### config.mk
export PLATFORM = sky130hd
export DESIGN_NAME = sfl_spi_front
export DESIGN_NICKNAME = d
export VERILOG_FILES = /design/src/rtl/sfl_pkg.sv /design/src/rtl/sfl_pin_sampler.sv /design/src/rtl/sfl_busy_timer.sv /design/src/rtl/sfl_tx_shifter.sv /design/src/rtl/sfl_spi_front.sv
export SDC_FILE = /design/constraint.sdc
export NUM_CORES = 1
export LEC_CHECK = 0
export ABC_AREA = 1
export BUFFER_PORTS_ARGS = -buffer_cell sky130_fd_sc_hd__buf_2
export CAP_MARGIN = 30
export CORE_AREA = 2 2 109 111
export CTS_BUF_LIST = sky130_fd_sc_hd__clkbuf_16
export CTS_CLUSTER_DIAMETER = 100
export DETAILED_ROUTE_END_ITERATION = 12
export DIE_AREA = 0 0 111 113
export GPL_TIMING_DRIVEN = 0
export PLACE_DENSITY_LB_ADDON = 0.3
export SYNTH_ARGS = -nofsm -noshare
export SYNTH_HDL_FRONTEND = slang
export SYNTH_SLANG_ARGS = --single-unit
### constraint.sdc
create_clock -name clk -period 1.7 [get_ports clk]
set_clock_uncertainty 0.2 [all_clocks]
set_input_delay 0.17 -clock clk [delete_from_list [all_inputs] [get_ports clk]]
set_output_delay 0.17 -clock clk [all_outputs]
set_load 0.005 [all_outputs]
### src/rtl/sfl_pkg.sv
// Shared opcodes and frame phases for the serial flash front-end.
package sfl_pkg;
    typedef enum logic [2:0] {
        PH_IDLE = 3'd0,
        PH_OPC  = 3'd1,
        PH_ADDR = 3'd2,
        PH_DATA = 3'd3,
        PH_SKIP = 3'd4
    } phase_t;

    localparam logic [7:0] OP_READ  = 8'h03;
    localparam logic [7:0] OP_PROG  = 8'h02;
    localparam logic [7:0] OP_ERASE = 8'h20;
    localparam logic [7:0] OP_STAT  = 8'h05;
    localparam logic [7:0] OP_PEN   = 8'h3D;
    localparam logic [7:0] OP_LOCK  = 8'h7F;
    localparam logic [7:0] OP_PWR   = 8'hF1;
    localparam logic [7:0] OP_PRD   = 8'h32;
endpackage

### src/rtl/sfl_pin_sampler.sv
// Registers the serial clock and chip select once and reports their edges.
// Assumes the pins are already synchronous to clk and each level lasts at
// least two clk cycles.
module sfl_pin_sampler (
    input  logic clk,
    input  logic rst_n,
    input  logic spi_sck,
    input  logic spi_cs_n,
    output logic sck_rise,
    output logic sck_fall,
    output logic cs_fall,
    output logic cs_rise
);
    logic sck_q;
    logic cs_q;

    // previous pin levels; during reset track sck so no false edge follows
    always_ff @(posedge clk) begin
        if (!rst_n) begin
            sck_q <= spi_sck;
            cs_q  <= 1'b1;
        end else begin
            sck_q <= spi_sck;
            cs_q  <= spi_cs_n;
        end
    end

    assign sck_rise = spi_sck & ~sck_q;
    assign sck_fall = ~spi_sck & sck_q;
    assign cs_fall  = ~spi_cs_n & cs_q;
    assign cs_rise  = spi_cs_n & ~cs_q;
endmodule

### src/rtl/sfl_busy_timer.sv
// Self-timed busy interval: busy for CYCLES clocks after a start pulse.
// An abort clears the interval at once.
module sfl_busy_timer #(
    parameter int CYCLES = 2000
) (
    input  logic clk,
    input  logic rst_n,
    input  logic start,
    input  logic abort,
    output logic busy
);
    localparam int CW = $clog2(CYCLES + 1);
    logic [CW-1:0] cnt;

    // remaining busy cycles
    always_ff @(posedge clk) begin
        if (!rst_n)          cnt <= '0;
        else if (abort)      cnt <= '0;
        else if (start)      cnt <= CW'(CYCLES);
        else if (cnt != '0)  cnt <= cnt - 1'b1;
    end

    assign busy = (cnt != '0);

    AST_BUSY_NEEDS_START: assert property (@(posedge clk) disable iff (!rst_n)
        $rose(busy) |-> $past(start));
    AST_ABORT_ENDS_BUSY: assert property (@(posedge clk) disable iff (!rst_n)
        abort |=> !busy);
endmodule

### src/rtl/sfl_tx_shifter.sv
// Output shift register: a byte is loaded between falling edges and leaves
// MSB first, one bit on each falling serial clock.
module sfl_tx_shifter (
    input  logic       clk,
    input  logic       rst_n,
    input  logic       clear,
    input  logic       load,
    input  logic [7:0] din,
    input  logic       shift,
    output logic       so
);
    logic [7:0] sh;

    // shift on falling serial clock, otherwise accept a new byte
    always_ff @(posedge clk) begin
        if (!rst_n || clear) begin
            sh <= '0;
            so <= 1'b0;
        end else if (shift) begin
            so <= sh[7];
            sh <= {sh[6:0], 1'b0};
        end else if (load) begin
            sh <= din;
        end
    end

    AST_SO_ONLY_ON_FALL: assert property (@(posedge clk) disable iff (!rst_n)
        (!shift && !clear) |=> $stable(so));
endmodule

### src/rtl/sfl_spi_front.sv
// Slave-side serial flash command front-end. It decodes opcode, address and
// data bytes framed by chip select, drives read and status data on a
// tri-stateable output, filters modifying commands through write protect,
// the protection register and the busy timer, and aborts on the device-reset
// pin. Assumes SCK levels of at least two clk cycles, chip-select edges at
// least two clk cycles away from SCK edges, and a combinational memory read.
module sfl_spi_front #(
    parameter int PAGES       = 4096,
    parameter int PAGE_BYTES  = 264,
    parameter int BUSY_CYCLES = 2000,
    localparam int TOTAL      = PAGES * PAGE_BYTES,
    localparam int ADDR_W     = $clog2(TOTAL)
) (
    input  logic              clk,
    input  logic              rst_n,
    input  logic              spi_sck,
    input  logic              spi_cs_n,
    input  logic              spi_si,
    output logic              spi_so,
    output logic              spi_so_oe,
    input  logic              wp_n,
    input  logic              dev_reset_n,
    output logic [ADDR_W-1:0] mem_addr,
    input  logic [7:0]        mem_rd_data,
    output logic              mem_wr_en,
    output logic [7:0]        mem_wr_data,
    output logic              mem_erase
);
    import sfl_pkg::*;

    localparam logic [ADDR_W-1:0] LAST = ADDR_W'(TOTAL - 1);

    logic sck_rise, sck_fall, cs_fall, cs_rise;
    phase_t            phase;
    logic [7:0]        opc, rx, byte_in, tx_din;
    logic [2:0]        bit_cnt;
    logic [1:0]        addr_cnt;
    logic [ADDR_W-1:0] addr, addr_nxt, addr_inc;
    logic [2:0]        region;
    logic              cmd_ok, wrote, load_pend, wr_en_q, erase_q;
    logic              busy, start_busy, byte_done;
    logic              prot_en, locked;
    logic [7:0]        prot_reg;

    sfl_pin_sampler u_pins (
        .clk(clk), .rst_n(rst_n), .spi_sck(spi_sck), .spi_cs_n(spi_cs_n),
        .sck_rise(sck_rise), .sck_fall(sck_fall), .cs_fall(cs_fall), .cs_rise(cs_rise)
    );

    sfl_busy_timer #(.CYCLES(BUSY_CYCLES)) u_busy (
        .clk(clk), .rst_n(rst_n), .start(start_busy), .abort(!dev_reset_n), .busy(busy)
    );

    // next byte for the output shifter, chosen by the current opcode
    always_comb begin
        case (opc)
            OP_STAT: tx_din = {~busy, prot_en, locked, 5'b0};
            OP_PRD:  tx_din = prot_reg;
            default: tx_din = mem_rd_data;
        endcase
    end

    sfl_tx_shifter u_tx (
        .clk(clk), .rst_n(rst_n), .clear(cs_fall), .load(load_pend), .din(tx_din),
        .shift(sck_fall && phase != PH_IDLE), .so(spi_so)
    );

    assign byte_in   = {rx[6:0], spi_si};
    assign addr_nxt  = {addr[ADDR_W-9:0], byte_in};
    assign addr_inc  = (addr == LAST) ? '0 : addr + 1'b1;
    assign region    = addr_nxt[ADDR_W-1 -: 3];
    assign byte_done = sck_rise && (bit_cnt == 3'd7) && phase != PH_IDLE
                       && !cs_fall && !cs_rise && dev_reset_n;
    assign start_busy = cs_rise && dev_reset_n && phase == PH_DATA && cmd_ok
                        && (opc == OP_ERASE || (opc == OP_PROG && wrote));

    // frame sequencing: phase, opcode, address and memory strobes
    always_ff @(posedge clk) begin
        if (!rst_n) begin
            phase <= PH_IDLE; opc <= '0; rx <= '0; bit_cnt <= '0; addr_cnt <= '0;
            addr <= '0; cmd_ok <= 1'b0; wrote <= 1'b0; load_pend <= 1'b0;
            wr_en_q <= 1'b0; mem_wr_data <= '0; erase_q <= 1'b0;
        end else if (!dev_reset_n) begin
            phase <= PH_IDLE; load_pend <= 1'b0; wr_en_q <= 1'b0; erase_q <= 1'b0;
        end else begin
            wr_en_q   <= 1'b0;
            erase_q   <= 1'b0;
            load_pend <= 1'b0;
            if (wr_en_q || (load_pend && opc == OP_READ)) addr <= addr_inc;
            if (cs_fall) begin
                phase <= PH_OPC; bit_cnt <= '0; wrote <= 1'b0; cmd_ok <= 1'b0;
            end else if (cs_rise) begin
                phase   <= PH_IDLE;
                erase_q <= start_busy && (opc == OP_ERASE);
            end else if (sck_rise && phase != PH_IDLE) begin
                bit_cnt <= bit_cnt + 3'd1;
                rx      <= byte_in;
                if (bit_cnt == 3'd7) begin
                    case (phase)
                        PH_OPC: begin
                            opc <= byte_in;
                            case (byte_in)
                                OP_READ, OP_PROG, OP_ERASE: begin
                                    phase <= PH_ADDR; addr_cnt <= '0;
                                end
                                OP_STAT, OP_PRD: begin
                                    phase <= PH_DATA; load_pend <= 1'b1;
                                end
                                OP_PEN, OP_LOCK: begin
                                    phase <= PH_DATA; cmd_ok <= !busy;
                                end
                                OP_PWR: begin
                                    phase <= PH_DATA; cmd_ok <= wp_n && !locked && !busy;
                                end
                                default: phase <= PH_SKIP;
                            endcase
                        end
                        PH_ADDR: begin
                            addr     <= addr_nxt;
                            addr_cnt <= addr_cnt + 2'd1;
                            if (addr_cnt == 2'd2) begin
                                phase     <= PH_DATA;
                                cmd_ok    <= wp_n && !busy && !(prot_en && prot_reg[region]);
                                load_pend <= (opc == OP_READ);
                            end
                        end
                        PH_DATA: begin
                            if (opc == OP_READ || opc == OP_STAT || opc == OP_PRD)
                                load_pend <= 1'b1;
                            if (opc == OP_PROG && cmd_ok) begin
                                wr_en_q <= 1'b1; mem_wr_data <= byte_in; wrote <= 1'b1;
                            end
                        end
                        default: ;
                    endcase
                end
            end
        end
    end

    // protection state: enable and lock at frame end, register on its data byte
    always_ff @(posedge clk) begin
        if (!rst_n) begin
            prot_en <= 1'b0; locked <= 1'b0; prot_reg <= '0;
        end else if (dev_reset_n) begin
            if (cs_rise && phase == PH_DATA && cmd_ok) begin
                if (opc == OP_PEN)  prot_en <= 1'b1;
                if (opc == OP_LOCK) locked  <= 1'b1;
            end
            if (byte_done && phase == PH_DATA && opc == OP_PWR && cmd_ok && !locked)
                prot_reg <= byte_in;
        end
    end

    assign spi_so_oe = (phase != PH_IDLE);
    assign mem_addr  = addr;
    assign mem_wr_en = wr_en_q;
    assign mem_erase = erase_q;

    AST_DESELECT_QUIET: assert property (@(posedge clk) disable iff (!rst_n)
        (spi_cs_n && $past(spi_cs_n)) |-> !spi_so_oe);
    AST_NO_WRITE_WHILE_BUSY: assert property (@(posedge clk) disable iff (!rst_n)
        mem_wr_en |-> !busy);
    AST_RESET_PIN_ABORT: assert property (@(posedge clk) disable iff (!rst_n)
        !dev_reset_n |=> (!spi_so_oe && !mem_wr_en && !mem_erase));
    AST_LOCK_FREEZES_REG: assert property (@(posedge clk) disable iff (!rst_n)
        (locked && $past(locked)) |-> $stable(prot_reg));
endmodule

Word-level counts from Yosys, hierarchy flattened
Index checks and enable logic that the tools add are counted.

Bits in registers: 89. Input bits: 15. Output and inout bits: 33. Word-level logic and storage cells: 189.

Add/subtract/negate cells: 4. Magnitude comparators: 1. Equality and inequality tests: 28. Muxes and demuxes: 44. Bitwise operators: 16. Reduce and logical (&&, ||, !) cells: 73.

Operators with widths (count): $mux 21 (7); $eq 8x6->1 const B (6); $eq 8x2->1 const B (4); $logic_and 1x1->1 (26); $mux 11 (2); $add 21x1->21 const B (1); $eq 21x21->1 const B (1); $reduce_and 7->1 (3); $mux 1 (20); $eq 8x3->1 const B (2); $eq 8x7->1 const B (2); $eq 8x8->1 const B (2); $mux 8 (2); $pmux 8 s2 (1); $reduce_bool 2->1 (7); $mux 3 (4); $not 1->1 (12); $pmux 3 s2 (2); $reduce_and 4->1 (3); $reduce_and 6->1 (2); $reduce_bool 3->1 (4); $reduce_bool 11->1 (1); $sub 11x1->11 const B (1); $reduce_and 3->1 (3); 26 further kinds (48).

Longest topological paths before layout
Depth after elaboration: 12. Depth in mapped cells: 12. Depth with buffers taken out: 12.

By module
From an unflattened synthesis, not the netlist that was laid out.

Cells, all modules: 785. Area total of the unflattened synthesis: 5132.4 sq um.

Modules (own cells, without submodules): sfl_spi_front (times used 1, cells an instance 612, area each 3967.6 sq um, sequential area each 1341.3 sq um); sfl_busy_timer (times used 1, cells an instance 84, area each 596.8 sq um, sequential area each 220.2 sq um); sfl_tx_shifter (times used 1, cells an instance 78, area each 494.2 sq um, sequential area each 180.2 sq um); sfl_pin_sampler (times used 1, cells an instance 11, area each 73.8 sq um, sequential area each 40.0 sq um).

Worst setup path after synthesis
No wires, ideal clock.

Path kind: reg-to-reg. Start: register addr[1], in the netlist mem_addr[1]. End: register addr[11], in the netlist mem_addr[11]. Setup time: 122 ps. Arrival: 1533 ps. Data required time: 1378 ps. Path slack: -156 ps. Cell stages (with the launch flop): 12. Buffers on the path: 1. Clock period less this slack: 1856 ps. Cells stage by stage: dfxtp_1 > ha_1 > nand2_1 > nor2_2 > inv_1 > nor3_2 > nand3_1 > nand2_1 > inv_2 > buf_6 > o211ai_1 > a21oi_1.

Cells in the longest elaborated chain, start to end: 8. Elaborated cells between the ends (all ways): 9. Classes of those cells: add/sub: 1; eq/ne: 1; mux: 7.

Ends and longest elaborated chain: start: declaration (line sfl_spi_front.sv:38) `logic [ADDR_W-1:0] addr, addr_nxt, addr_inc;`; start signal: assignment (line sfl_spi_front.sv:89) `if (wr_en_q || (load_pend && opc == OP_READ)) addr <= addr_inc;`; start signal: assignment (line sfl_spi_front.sv:119) `addr <= addr_nxt;`; $add 21x1->21 or $eq 21x21->1 (tied branches) (line sfl_spi_front.sv:70) `assign addr_inc = (addr == LAST) ? '0 : addr + 1'b1;`; $mux 21 (*) (line sfl_spi_front.sv:70); $mux 21 (*) (line sfl_spi_front.sv:89); $mux 21 (line sfl_spi_front.sv:99) `case (phase)`; $mux 21 (line sfl_spi_front.sv:98) `if (bit_cnt == 3'd7) begin`; $mux 21 (line sfl_spi_front.sv:95) `end else if (sck_rise && phase != PH_IDLE) begin`; $mux 21 (line sfl_spi_front.sv:92) `end else if (cs_rise) begin`; $mux 21 (*) (line sfl_spi_front.sv:90) `if (cs_fall) begin`.

Every way passes the cells marked *; elsewhere a longest branch is shown, timed or not. A chain may end at the register's enable or synchronous reset.

Worst setup path in the final report
Start: register opc[4]. End: register mem_wr_data[2].

Cells in the longest elaborated chain, start to end: 3.

Ends and longest elaborated chain: start: declaration (line sfl_spi_front.sv:35) `logic [7:0] opc, rx, byte_in, tx_din;`; start signal: assignment (line sfl_spi_front.sv:101) `opc <= byte_in;`; $eq 8x2->1 (line sfl_spi_front.sv:130) `if (opc == OP_PROG && cmd_ok) begin`; $logic_and 1x1->1 (line sfl_spi_front.sv:130); $reduce_and 7->1 (no line); end signal: assignment (line sfl_spi_front.sv:82) `wr_en_q <= 1'b0; mem_wr_data <= '0; erase_q <= 1'b0;`; end signal: assignment (line sfl_spi_front.sv:131) `wr_en_q <= 1'b1; mem_wr_data <= byte_in; wrote <= 1'b1;`; end: declaration (line sfl_spi_front.sv:26) `output logic [7:0] mem_wr_data,`.

Every way passes these cells.

==> impl_metrics.csv <==
group,metric,value,unit
sta,rsz0062_at_grt,"true",
clock_network,clk_pin_slew,70,ps
floorplan,row_count,39,
clock_network,cts.path.max_buffers,2,
floorplan,io_pins,48,
placed_design,pre_cts_ws,-247.8,ps
synthesis,synth_nets,736,
cells_and_area,area_delta_synth_final,50.75,%
routing,routed_wl,18120,um
synthesis,synth_flop_cell,"dfxtp_1",
grt,grt_pass1_vias,5224,
pwr,power_density,805.5,nW/um^2
grt,overflow,0,
routing,viasPerCell,5.806,
synthesis,synthMuxAreaShare,0,%
worst_setup_path,cp.required,1770,ps
placed_design,gp_congestion,0.9306,
routing,first_iter_violations,454,
floorplan,start_util,44.13,%
sta,setup_slack,-258.3,ps
pwr,irDropWorstVdd,869.9,uV
synthesis,synth-seq-cells,89,
synthesis,synth_top_area_share,35.81,%
floorplan,die_h,113,um
sta,slew_headroom,52.62,%
synthesis,synth.avg_cell_area,6.977,um^2
cells_and_area,antenna_cells,0,
synthesis,netlist_top_cells_area,"dfxtp_1, nand2_1, a21oi_1",
worst_setup_path,critPathArrivalTime,2020,ps
cells_and_area,final_area,7500,um^2
grt,grt_use_total,24.56,%
flow_run,max_cap_viol_count,0,
synthesis,ys_seq_area_share,35.81,%
synthesis,syn_inst,713,
floorplan,fp.dieW,111,um
routing,drc,0,
sta,hold_viol_final,1,
sta,finalSetupViolations,65,
placed_design,place_area,5456,um^2
grt,antenna_found_initial,0,
outcome,status,"finished with violations",
sta,fin_crit,1958,ps
cells_and_area,largest_reg_flops,21,
clock_network,root_buffer,"clkbuf_16",
cells_and_area,drive_gt1_share,46.63,%
cells_and_area,fin_nets,878,
sta,fin_hold_ws,-2.736,ps
clock_network,clk_latency,350,ps
sta,post-route-period-util,115.2,%
grt,grt_pass1_wl,25200,um
worst_setup_path,critPathLaunchType,"flip-flop",
routing,drtPass1Iterations,5,
clock_network,numCtsBuffers,9,
synthesis,yosysTopAreaCell,"dfxtp_1",
synthesis,async_flop_share,0,%
routing,wl_per_cell,18.07,um
floorplan,dieArea,12540,um^2
floorplan,coreArea,11270,um^2
worst_hold_path,hp-class,"primary input to flip-flop",
clock_network,htreeDepth,3,
synthesis,synth_cell_types,47,
synthesis,yosys_warnings,0,
synthesis,synth_compound_gate_area_share,21.83,%
grt,grt_max_degree,16,
placed_design,post-dp-hpwl,10150,um
synthesis,synth_top_family_by_area,"simple AND/OR/NAND/NOR gates",
clock_network,cts_tree,"built",
synthesis,synth-simple-area-share,27.52,%
worst_setup_path,critPathKind,"flip-flop to flip-flop",
sta,fmax,0.5106,GHz
synthesis,syn_area,4975,um^2
sta,worst_slew_pin_slew,710.7,ps
synthesis,synth-xor-area-share,1.937,%
pwr,p_leak,0.003062,uW
placed_design,port_buffers,46,
worst_setup_path,end_kind,"flip-flop",
synthesis,synth-edff-count,0,
routing,ant_nets,0,
worst_setup_path,crit_fanout,6,
routing,vias,5823,
clock_network,cts_sinks,89,
outcome,violations,"negative hold slack, negative setup slack",
synthesis,synth_fa_ha_area_share,2.012,%
sta,final_max_slew_viol_count,0,
area by class of cell:
class / count / area, um^2
timing repair buffer: 130 / 1018
clock buffer: 9 / 225.2
clock inverter: 7 / 70.07
buffer: 22 / 165.2
sequential: 89 / 1874
multi-input combinational: 493 / 3510
fill: 859 / 3772
inverter: 110 / 457.9
tap: 143 / 178.9
cells by family (layout without fill, tap and decap cells):
group                      count (synthesis)  count (layout)
AOI/OAI and AO/OA                        192             193
xor gates and xnor gates                  11              11
adders and majority gates                  8               8
buffers and inverters                    132             278
DFF                                       89              89
and+or+nand+nor                          281             281
worst max-delay path: stages, from the launching register on:
cell,delay (ps)
dfxtp_1,330
inv_2,100
nand2_4,90
inv_4,110
nand2_4,80
nor4_4,390
nand3b_4,150
inv_6,110
buf_8,120
nor2_2,40
a211oi_2,140
cells in the final DEF (no fill, tap or decap), types with 4 or more instances in the layout:
master / instances
nand3_1: 30
dfxtp_1: 53
nor4_1: 5
inv_1: 75
nor2_4: 21
nor2_2: 13
a31oi_1: 9
ha_4: 5
nand4_1: 9
o21ai_2: 18
xor2_1: 9
nor2_1: 27
o211ai_1: 5
nand3_4: 6
inv_6: 4
dfxtp_4: 19
o21ai_1: 15
o21ai_0: 34
clkbuf_1: 8
a21oi_1: 58
buf_6: 25
nand2_2: 18
dfxtp_2: 17
a211oi_2: 8
a21oi_2: 33
buf_2: 50
buf_4: 55
nor3_1: 8
inv_2: 20
inv_4: 12
nand2_4: 14
clkbuf_16: 10
nor3_4: 10
nand2_1: 94
dlygate4sd3_1: 4
nand3_2: 11
synth_stat cells (all sizes together), types with 10 or more instances:
| master | n |
|---|---|
| nand2 | 126 |
| dfxtp | 89 |
| xor2 | 10 |
| a21oi | 92 |
| nand4 | 11 |
| o21ai | 69 |
| nor2 | 61 |
| a31oi | 10 |
| inv | 110 |
| nor3 | 21 |
| nand3 | 47 |
| buf | 14 |
final timing paths:
kind | startpoint | to | slack (ps) | depth (start not counted)
min | mem_rd_data[1] | u_tx.sh[1] | -3 | 5
min reg2reg | u_tx.sh[7] | u_tx.so | 270 | 2
max reg2reg | opc[4] | mem_wr_data[2] | -260 | 10
max | opc[4] | mem_wr_data[2] | -260 | 10
stage by stage:
stage	utilization (%)	std cells	power, uW	TNS (ps)
CTS	58.18	972	5654	-3453
finish	66.53	1003	6041	-7410
floorplan	-	713	3122	-42.09
detailed placement	48.41	902	3409	-9398
global placement	48.41	902	3338	-7864
global route	66.53	1003	6287	-11830
report_power, final:
| group | switching (uW) | internal (uW) | leakage [uW] | total [uW] |
|---|---|---|---|---|
| Clock | 887 | 1140 | 0.000137 | 2020 |
| Combinational | 1070 | 683 | 0.00218 | 1750 |
| Sequential | 108 | 2160 | 0.000744 | 2260 |
routing by layer:
metal	track usage, %	up-vias	routed length, um
met5	0	-	0
met4	10.08	0	963
met3	3.696	96	1135
met2	42.99	316	9035
met1	30.41	2729	6987
li1	-	2682	-
timing repair:
item | 4_1_cts | 5_1_grt
buffers inserted | 45 | 28
cloned | 5 | 3
endpoints found under the hold margin | 4 | 0
resized for setup | 124 | 195
pin swaps | 40 | 56
setup endpoints to repair | 66 | 74
hold buffers | 4 | 0
(Power assumes the default switching activity.)
